<file path="config.mk">
export PLATFORM = sky130hd
export DESIGN_NAME = spiRtcSlave
export DESIGN_NICKNAME = d
export VERILOG_FILES = /design/src/rtl/spiRtcPkg.sv /design/src/rtl/spiRtcCtrl.sv /design/src/rtl/spiRtcRegs.sv /design/src/rtl/spiRtcSlave.sv
export SDC_FILE = /design/constraint.sdc
export NUM_CORES = 1
export LEC_CHECK = 0
export BUFFER_PORTS_ARGS = -buffer_cell sky130_fd_sc_hd__clkbuf_2
export CAP_MARGIN = 20
export CORE_ASPECT_RATIO = 1.25
export CORE_MARGIN = 10
export CORE_UTILIZATION = 55
export CTS_CLUSTER_SIZE = 40
export DETAILED_ROUTE_END_ITERATION = 6
export PLACE_DENSITY = 0.67
export RECOVER_POWER = 100
export REMOVE_ABC_BUFFERS = 1
export SETUP_SLACK_MARGIN = 0.4
export SYNTH_ARGS = -nofsm -noshare
export SYNTH_HDL_FRONTEND = slang
export SYNTH_SLANG_ARGS = --single-unit
export TNS_END_PERCENT = 30
</file>
<file path="constraint.sdc">
create_clock -name clk -period 3.35 [get_ports clk]
set_input_delay 0.5025 -clock clk [delete_from_list [all_inputs] [get_ports clk]]
set_output_delay 0.5025 -clock clk [all_outputs]
set_load 0.05 [all_outputs]
</file>
<file path="src/rtl/spiRtcPkg.sv">
package spiRtcPkg;

  localparam logic [6:0] CTRL_ADDR = 7'h0F;
  localparam logic [6:0] STAT_ADDR = 7'h10;
  localparam logic [6:0] TRKL_ADDR = 7'h11;
  localparam logic [6:0] RAM_BASE  = 7'h20;
  localparam int         LOW_REGS  = 15;      // 0x00..0x0E
  localparam int         TIME_REGS = 7;       // 0x00..0x06
  localparam int         WP_BIT    = 6;
  localparam logic [7:0] WP_MASK   = 8'h40;
  localparam logic [7:0] CTRL_MASK = 8'h47;
  localparam logic [7:0] CTRL_RESET = 8'h40;

  typedef enum logic [1:0] {PH_ADDR, PH_WRITE, PH_READ} phase_t;

  // strobes from the serial control to the register datapath
  typedef struct packed {
    logic       idle;
    logic       wrStb;
    logic       loadOut;
    logic       shiftOut;
    logic [6:0] addr;
    logic [7:0] data;
  } spiStb_t;

  // next burst address: low region wraps in 0x00..0x1F, memory wraps to its base
  function automatic logic [6:0] nextAddr(input logic [6:0] a, input logic [6:0] top);
    if (a < RAM_BASE) return {2'b00, a[4:0] + 5'd1};
    else if (a >= top) return RAM_BASE;
    else return a + 7'd1;
  endfunction

endpackage

</file>
<file path="src/rtl/spiRtcCtrl.sv">
module spiRtcCtrl
  import spiRtcPkg::*;
#(
  parameter int RAM_BYTES = 96
) (
  input  logic    clk,
  input  logic    rstN,
  input  logic    spiEn,
  input  logic    spiSck,
  input  logic    spiMosi,
  output spiStb_t stb
);

  localparam logic [6:0] RAM_TOP = 7'(int'(RAM_BASE) + RAM_BYTES - 1);

  logic       enS, sckS1, sckS2, mosiS;
  logic [2:0] bitCnt;
  logic [6:0] shiftIn;
  logic [6:0] addrPtr;
  phase_t     phase;
  logic       sckRise, sckFall;
  logic [7:0] byteNext;

  always_ff @(posedge clk or negedge rstN) begin
    if (!rstN) begin
      enS   <= 1'b0;
      sckS1 <= 1'b0;
      sckS2 <= 1'b0;
      mosiS <= 1'b0;
    end else begin
      enS   <= spiEn;
      sckS1 <= spiSck;
      sckS2 <= sckS1;
      mosiS <= spiMosi;
    end
  end

  assign sckRise  = enS & sckS1 & ~sckS2;
  assign sckFall  = enS & ~sckS1 & sckS2;
  assign byteNext = {shiftIn, mosiS};

  always_ff @(posedge clk or negedge rstN) begin
    if (!rstN) begin
      bitCnt  <= '0;
      shiftIn <= '0;
      addrPtr <= '0;
      phase   <= PH_ADDR;
      stb     <= '0;
    end else begin
      stb.wrStb    <= 1'b0;
      stb.loadOut  <= 1'b0;
      stb.shiftOut <= 1'b0;
      stb.idle     <= ~enS;
      if (!enS) begin
        bitCnt <= '0;
        phase  <= PH_ADDR;
      end else if (sckRise) begin
        shiftIn <= byteNext[6:0];
        bitCnt  <= bitCnt + 3'd1;
        if (bitCnt == 3'd7) begin
          case (phase)
            PH_ADDR: begin
              if (byteNext[7]) begin
                phase   <= PH_WRITE;
                addrPtr <= byteNext[6:0];
              end else begin
                phase       <= PH_READ;
                stb.loadOut <= 1'b1;
                stb.addr    <= byteNext[6:0];
                addrPtr     <= nextAddr(byteNext[6:0], RAM_TOP);
              end
            end
            PH_WRITE: begin
              stb.wrStb <= 1'b1;
              stb.addr  <= addrPtr;
              stb.data  <= byteNext;
              addrPtr   <= nextAddr(addrPtr, RAM_TOP);
            end
            PH_READ: begin
              stb.loadOut <= 1'b1;
              stb.addr    <= addrPtr;
              addrPtr     <= nextAddr(addrPtr, RAM_TOP);
            end
            default: phase <= PH_ADDR;
          endcase
        end
      end else if (sckFall && bitCnt != 3'd0) begin
        stb.shiftOut <= 1'b1;
      end
    end
  end

endmodule

</file>
<file path="src/rtl/spiRtcRegs.sv">
module spiRtcRegs
  import spiRtcPkg::*;
#(
  parameter int RAM_BYTES = 96
) (
  input  logic          clk,
  input  logic          rstN,
  input  spiStb_t       stb,
  input  logic          locWrEn,
  input  logic [2:0]    locAddr,
  input  logic [7:0]    locData,
  input  logic [7:0]    statusIn,
  output logic          spiMiso,
  output logic [8*TIME_REGS-1:0] timeOut,
  output logic [7:0]    ctrlOut
);

  localparam int         RAM_IDX_W = $clog2(RAM_BYTES);
  localparam logic [6:0] RAM_TOP   = 7'(int'(RAM_BASE) + RAM_BYTES - 1);

  logic [7:0] lowRegs [LOW_REGS];
  logic [7:0] ramMem  [RAM_BYTES];
  logic [7:0] ctrlReg, trkReg, outShift, rdData;
  logic       wpOn, inRam, locHit;
  logic [RAM_IDX_W-1:0] ramIdx;

  assign wpOn   = ctrlReg[WP_BIT];
  assign inRam  = (stb.addr >= RAM_BASE) && (stb.addr <= RAM_TOP);
  assign ramIdx = RAM_IDX_W'(stb.addr - RAM_BASE);
  assign locHit = locWrEn && ({1'b0, locAddr} < 4'(TIME_REGS));

  // read selection for the addressed byte
  always_comb begin
    rdData = '0;
    if (stb.addr < CTRL_ADDR)       rdData = lowRegs[stb.addr[3:0]];
    else if (stb.addr == CTRL_ADDR) rdData = ctrlReg;
    else if (stb.addr == STAT_ADDR) rdData = statusIn;
    else if (stb.addr == TRKL_ADDR) rdData = trkReg;
    else if (inRam)                 rdData = ramMem[ramIdx];
  end

  // clock, alarm, control and trickle bytes; host write is applied last so it wins
  always_ff @(posedge clk or negedge rstN) begin
    if (!rstN) begin
      for (int i = 0; i < LOW_REGS; i++) lowRegs[i] <= '0;
      ctrlReg <= CTRL_RESET;
      trkReg  <= '0;
    end else begin
      if (locHit) lowRegs[{1'b0, locAddr}] <= locData;
      if (stb.wrStb) begin
        if (stb.addr == CTRL_ADDR) begin
          if (wpOn) ctrlReg <= (ctrlReg & ~WP_MASK) | (stb.data & WP_MASK);
          else      ctrlReg <= stb.data & CTRL_MASK;
        end else if (!wpOn) begin
          if (stb.addr < CTRL_ADDR)       lowRegs[stb.addr[3:0]] <= stb.data;
          else if (stb.addr == TRKL_ADDR) trkReg <= stb.data;
        end
      end
    end
  end

  // user memory
  always_ff @(posedge clk or negedge rstN) begin
    if (!rstN) begin
      for (int i = 0; i < RAM_BYTES; i++) ramMem[i] <= '0;
    end else if (stb.wrStb && !wpOn && inRam) begin
      ramMem[ramIdx] <= stb.data;
    end
  end

  // outgoing shift register
  always_ff @(posedge clk or negedge rstN) begin
    if (!rstN)             outShift <= '0;
    else if (stb.idle)     outShift <= '0;
    else if (stb.loadOut)  outShift <= rdData;
    else if (stb.shiftOut) outShift <= {outShift[6:0], 1'b0};
  end

  assign spiMiso = outShift[7];
  assign ctrlOut = ctrlReg;

  for (genvar g = 0; g < TIME_REGS; g++) begin : gTimeOut
    assign timeOut[8*g +: 8] = lowRegs[g];
  end

endmodule

</file>
<file path="src/rtl/spiRtcSlave.sv">
module spiRtcSlave
  import spiRtcPkg::*;
#(
  parameter int RAM_BYTES = 96
) (
  input  logic        clk,
  input  logic        rstN,
  input  logic        spiEn,
  input  logic        spiSck,
  input  logic        spiMosi,
  output logic        spiMiso,
  input  logic        locWrEn,
  input  logic [2:0]  locAddr,
  input  logic [7:0]  locData,
  input  logic [7:0]  statusIn,
  output logic [55:0] timeOut,
  output logic [7:0]  ctrlOut
);

  spiStb_t ctrlStb;

  spiRtcCtrl #(.RAM_BYTES(RAM_BYTES)) uCtrl (
    .clk(clk), .rstN(rstN), .spiEn(spiEn), .spiSck(spiSck),
    .spiMosi(spiMosi), .stb(ctrlStb)
  );

  spiRtcRegs #(.RAM_BYTES(RAM_BYTES)) uRegs (
    .clk(clk), .rstN(rstN), .stb(ctrlStb), .locWrEn(locWrEn),
    .locAddr(locAddr), .locData(locData), .statusIn(statusIn),
    .spiMiso(spiMiso), .timeOut(timeOut), .ctrlOut(ctrlOut)
  );

endmodule

</file>
==> results.md <==
- The count of max-cap constraint violations is 1.
- The final reports fail on max-capacitance violations, max-slew violations.
- After detailed routing, the number of remaining DRC violations is 0.
- The class of the tightest hold or removal check is input pin to flop.
- Setup repair after global routing could not meet its margin everywhere.
- Synthesis produced a netlist whose cell count is 3102.
- The worst setup path is launched from a flop.
- The floorplan has 117 rows.
- The number of antenna-violating nets in the routed design is 0.
- The via count of the first global-routing pass came to between 20k and 30k.
- The maximum number of pins on one net before global-route repair is about 110.
- Across the VDD grid, the largest voltage drop is roughly 330 uV.
- The number of different library cells used by synthesis comes to 63.
- The count of flip-flops with a built-in enable after synthesis is 0.
- At the later pin of the worst-skew pair, clock insertion delay measures 0.67 ns.
- The total track usage is between 20 and 30%.
- The transition time at the pin with the least slew margin is between 2 and 3 ns.
- Net switching is approximately a quarter of the power.
- The area added between synthesis and finish is 13.3%.
- The die boundary width is between 200 and 300 um.
- The fmax is 0.322 GHz.
- The initial antenna violation count is 0.
- The clock skew after layout is about 0.034 ns.
- The required time of the worst setup path is around 3.9 ns.
- The count of final hold-check violations was 0.
- For this design, the sink count on the clock tree is 950.
- After synthesis, the share of flip-flops with an asynchronous set or reset is between 90% and 100%.
- The leakage power is approximately 24 nW.
- The clock-pin slew on the worst setup and hold paths is roughly 0.07 ns.
- The share of the clock period used by the worst path after layout is approximately 93%.
- The placeable core region is between 0.08 and 0.09 mm^2.
- The type of destination of the critical path is a flop.
- The cell at the root of the clock tree is sky130_fd_sc_hd__clkbuf_16.
- The number of antenna diodes in the final layout is 0.
- The total number of nets in the final design is between 3k and 4k.
- The worst setup path is of the flop to flop kind.
- The synthesized area per cell is approximately 15 um^2.
- The number of pins with negative max-slew slack in the final report is 68.
- The commonest cells after synthesis are 949 x sky130_fd_sc_hd__dfrtp_1, 838 x sky130_fd_sc_hd__mux2_2, 252 x sky130_fd_sc_hd__mux4_2.
- TritonCTS built the clock tree.
- The flow ran to the end, but the final reports show violations.
- The number of detailed-routing iterations run before antenna repair is 6.
- The main flop type after synthesis is sky130_fd_sc_hd__dfrtp_1.
- The netlist area before placement is about 0.045 mm^2.
- Yosys printed 0 warnings.
- During I/O placement, the number of pins put on the boundary was 90.
- The part of the Yosys area used for sequential elements is 52.8%.
- The clock network burns 45.7% of the power.
- The relative slew slack is -69.2%.
- Counting I/O delays and the setup requirement, the final critical path takes a little over 3 ns.
- By instance count, the leading cell after synthesis is sky130_fd_sc_hd__dfrtp_1.
- The port buffer count is 85.
- The total non-filler cell area in the finished layout is between 0.05 and 0.06 mm^2.
- Summing all placed instances gives a cell area of 0.0470 mm^2.
- The fraction of layout instances using a drive strength above 1 is 48.0%.
- The routed design has approximately 120 mm of wire.
- The global placement routability congestion is 0.918.
- Once the floorplan was initialized, standard cells occupied 55.3% of the core.
- The cell count after placement is about 4.1k.
- The finished layout holds 4345 standard cells, fillers aside.
- The number of vias per cell after detailed routing is around 6.3.
- Ranked by total cell area, the synthesized netlist is headed by sky130_fd_sc_hd__dfrtp_1 53%, sky130_fd_sc_hd__mux2_2 21%, sky130_fd_sc_hd__mux4_2 13%.
- The first-pass GRT wire length is between 150 and 200 mm.
- The worst-path maximum fanout is 12.
- The half-perimeter wire length after placement is between 70 and 80 mm.
- The total of flip-flops plus latches after synthesis is 950.
- The design draws approximately 25 mW.
- The residual overflow from global routing is 0.
- The power share of the combinational group is 6.0%.
- The average routed wire per standard cell is approximately 27 um.
- The first routing iteration left 2389 violations.
- The number of H-tree levels is 3.
- The top cell type by area accounts for approximately 53% of the synthesized area.
- The layout filler cell count is 6080.
- The total clock buffers created by CTS is 97.
- The share of total power dissipated in sequential elements is roughly half.
- The total of endpoints with negative setup slack in the final report is 0.
- The analysis attributes to net switching a power of between 5 and 6 mW.
- Internal power comes to 18.7 mW.
- The die is between 300 and 400 um tall.
- Power spread over the standard cell area amounts to between 400 and 500 mW/mm^2.
- The maximum clock path buffer count is 3.
- The biggest area contributor in the post-synthesis netlist is sky130_fd_sc_hd__dfrtp_1.
- The total number of vias is 27.2k.
- The die area is ~0.094 mm^2.
- For the worst setup path, the data arrival time is between 3 and 4 ns.
[cells in the final DEF (no fill, tap or decap), types with 13 or more instances in the layout]
master / netlist / final
sky130_fd_sc_hd__dfrtp_1: 949 / 937
sky130_fd_sc_hd__mux2_2: 838 / 838
sky130_fd_sc_hd__mux4_2: 252 / 252
sky130_fd_sc_hd__nand2_1: 160 / 131
sky130_fd_sc_hd__buf_4: 81 / 115
sky130_fd_sc_hd__clkbuf_16: 0 / 101
sky130_fd_sc_hd__nor2_1: 91 / 90
sky130_fd_sc_hd__clkbuf_1: 166 / 90
sky130_fd_sc_hd__a21oi_1: 91 / 88
sky130_fd_sc_hd__mux2i_1: 89 / 85
sky130_fd_sc_hd__o21ai_0: 55 / 55
sky130_fd_sc_hd__buf_12: 0 / 39
sky130_fd_sc_hd__nor2_4: 31 / 34
sky130_fd_sc_hd__clkbuf_2: 0 / 33
sky130_fd_sc_hd__nand2_2: 0 / 29
sky130_fd_sc_hd__clkbuf_8: 0 / 25
sky130_fd_sc_hd__nand3_1: 22 / 22
sky130_fd_sc_hd__nor3_1: 19 / 19
sky130_fd_sc_hd__clkinv_2: 0 / 18
sky130_fd_sc_hd__nor2_2: 18 / 16
sky130_fd_sc_hd__inv_1: 15 / 15
sky130_fd_sc_hd__and2_1: 16 / 15
sky130_fd_sc_hd__ha_1: 13 / 13
[path summary, 6_finish.rpt]
path | start | to | slack, ns | depth (start not counted)
max in group asynchronous | rstN | uRegs.ramMem[139] | 0.38 | 4
setup / recovery | uCtrl.stb[9] | uRegs.ramMem[533] | 0.24 | 9
hold reg to reg | uCtrl.sckS1 | uCtrl.sckS2 | 0.41 | 0
setup reg to reg | uCtrl.stb[9] | uRegs.ramMem[533] | 0.24 | 9
min in group asynchronous | rstN | uRegs.timeOut[3] | 1.10 | 2
hold / removal | statusIn[3] | uRegs.outShift[3] | 0.24 | 3
[power by group through the flow]
| stage | sequential [mW] | combinational [mW] | clock, mW |
|---|---|---|---|
| 2_1_floorplan | 12.6 | 0.397 | 0 |
| 3_3_place_gp | 12.1 | 1.51 | 0 |
| 3_5_place_dp | 12.1 | 1.54 | 0 |
| 4_1_cts | 11.9 | 1.55 | 11.4 |
| 5_1_grt | 11.9 | 1.58 | 11.9 |
| 6_report | 11.9 | 1.48 | 11.2 |
[what timing repair did]
item	in CTS	in global routing
endpoints found under the hold margin	60	0
gates cloned	4	2
setup endpoints to repair	348	659
gates resized for setup	38	43
pin swaps	2	6
hold buffers	4	0
buffers inserted	6	24
[kinds of logic (layout without fill, tap and decap cells)]
family | count (synthesis) | in the layout | synth area share (%)
buffers and inverters | 311 | 480 | 3.42
multiplexers | 1181 | 1181 | 35.6
XOR/XNOR | 4 | 4 | 0.0778
AND/OR/NAND/NOR | 419 | 419 | 4.72
other | 1 | 4 | 0.00833
AO/OA/AOI/OAI | 223 | 223 | 3.01
flip-flops | 950 | 950 | 52.8
adder cells (fa/ha/maj) | 13 | 13 | 0.361
[registers in the layout, summed over array words and instances (netlist names), 7 cells and up]
register,flops
uRegs.ramMem,768
uRegs.lowRegs,64
uRegs.timeOut,56
uCtrl.stb,19
uRegs.outShift,8
uRegs.trkReg,8
uCtrl.addrPtr,7
uCtrl.shiftIn,7
[critical path, cell delays in order, from the launching register on]
cell and delay [ns]:
sky130_fd_sc_hd__dfrtp_4 0.53, sky130_fd_sc_hd__or4_1 0.61, sky130_fd_sc_hd__o31ai_2 0.29, sky130_fd_sc_hd__nand3_1 0.11, sky130_fd_sc_hd__nor2_1 0.26, sky130_fd_sc_hd__nand2_1 0.16
sky130_fd_sc_hd__buf_12 0.20, sky130_fd_sc_hd__nor2_1 0.27, sky130_fd_sc_hd__buf_12 0.18, sky130_fd_sc_hd__mux2_2 0.34
[final cells by class]
class	instances	area (um^2)	area share, %
clock inverters	35	433	0.848
clock buffers	144	2900	5.68
multi-input cells	1844	19900	39.0
flip-flops and latches	950	23800	46.7
inverters	17	63.8	0.125
repair buffers	284	2590	5.07
well taps	1071	1340	2.63
[routing by layer]
metal | GRT usage (%) | vias up | wire length [um]
met1 | 34.0 | 14700 | 49200
li1 | - | 11600 | -
met3 | 4.01 | 225 | 5930
met5 | 0 | - | 0
met2 | 41.7 | 759 | 59400
met4 | 8.22 | 0 | 3720
[stage by stage]
stage                     setup slack, ns   TNS, ns  utilization, %  hold WS [ns]
after global placement              0.188         0            57.7         0.388
after global routing               0.0892         0            62.7         0.239
after detailed placement            0.146         0            57.7         0.398
after floorplan                     -9.95  -7102.09               -         0.207
final                               0.240         0            62.7         0.237
after CTS                           0.257         0            62.3         0.189
No activity file was read; power rests on OpenSTA's default activity.
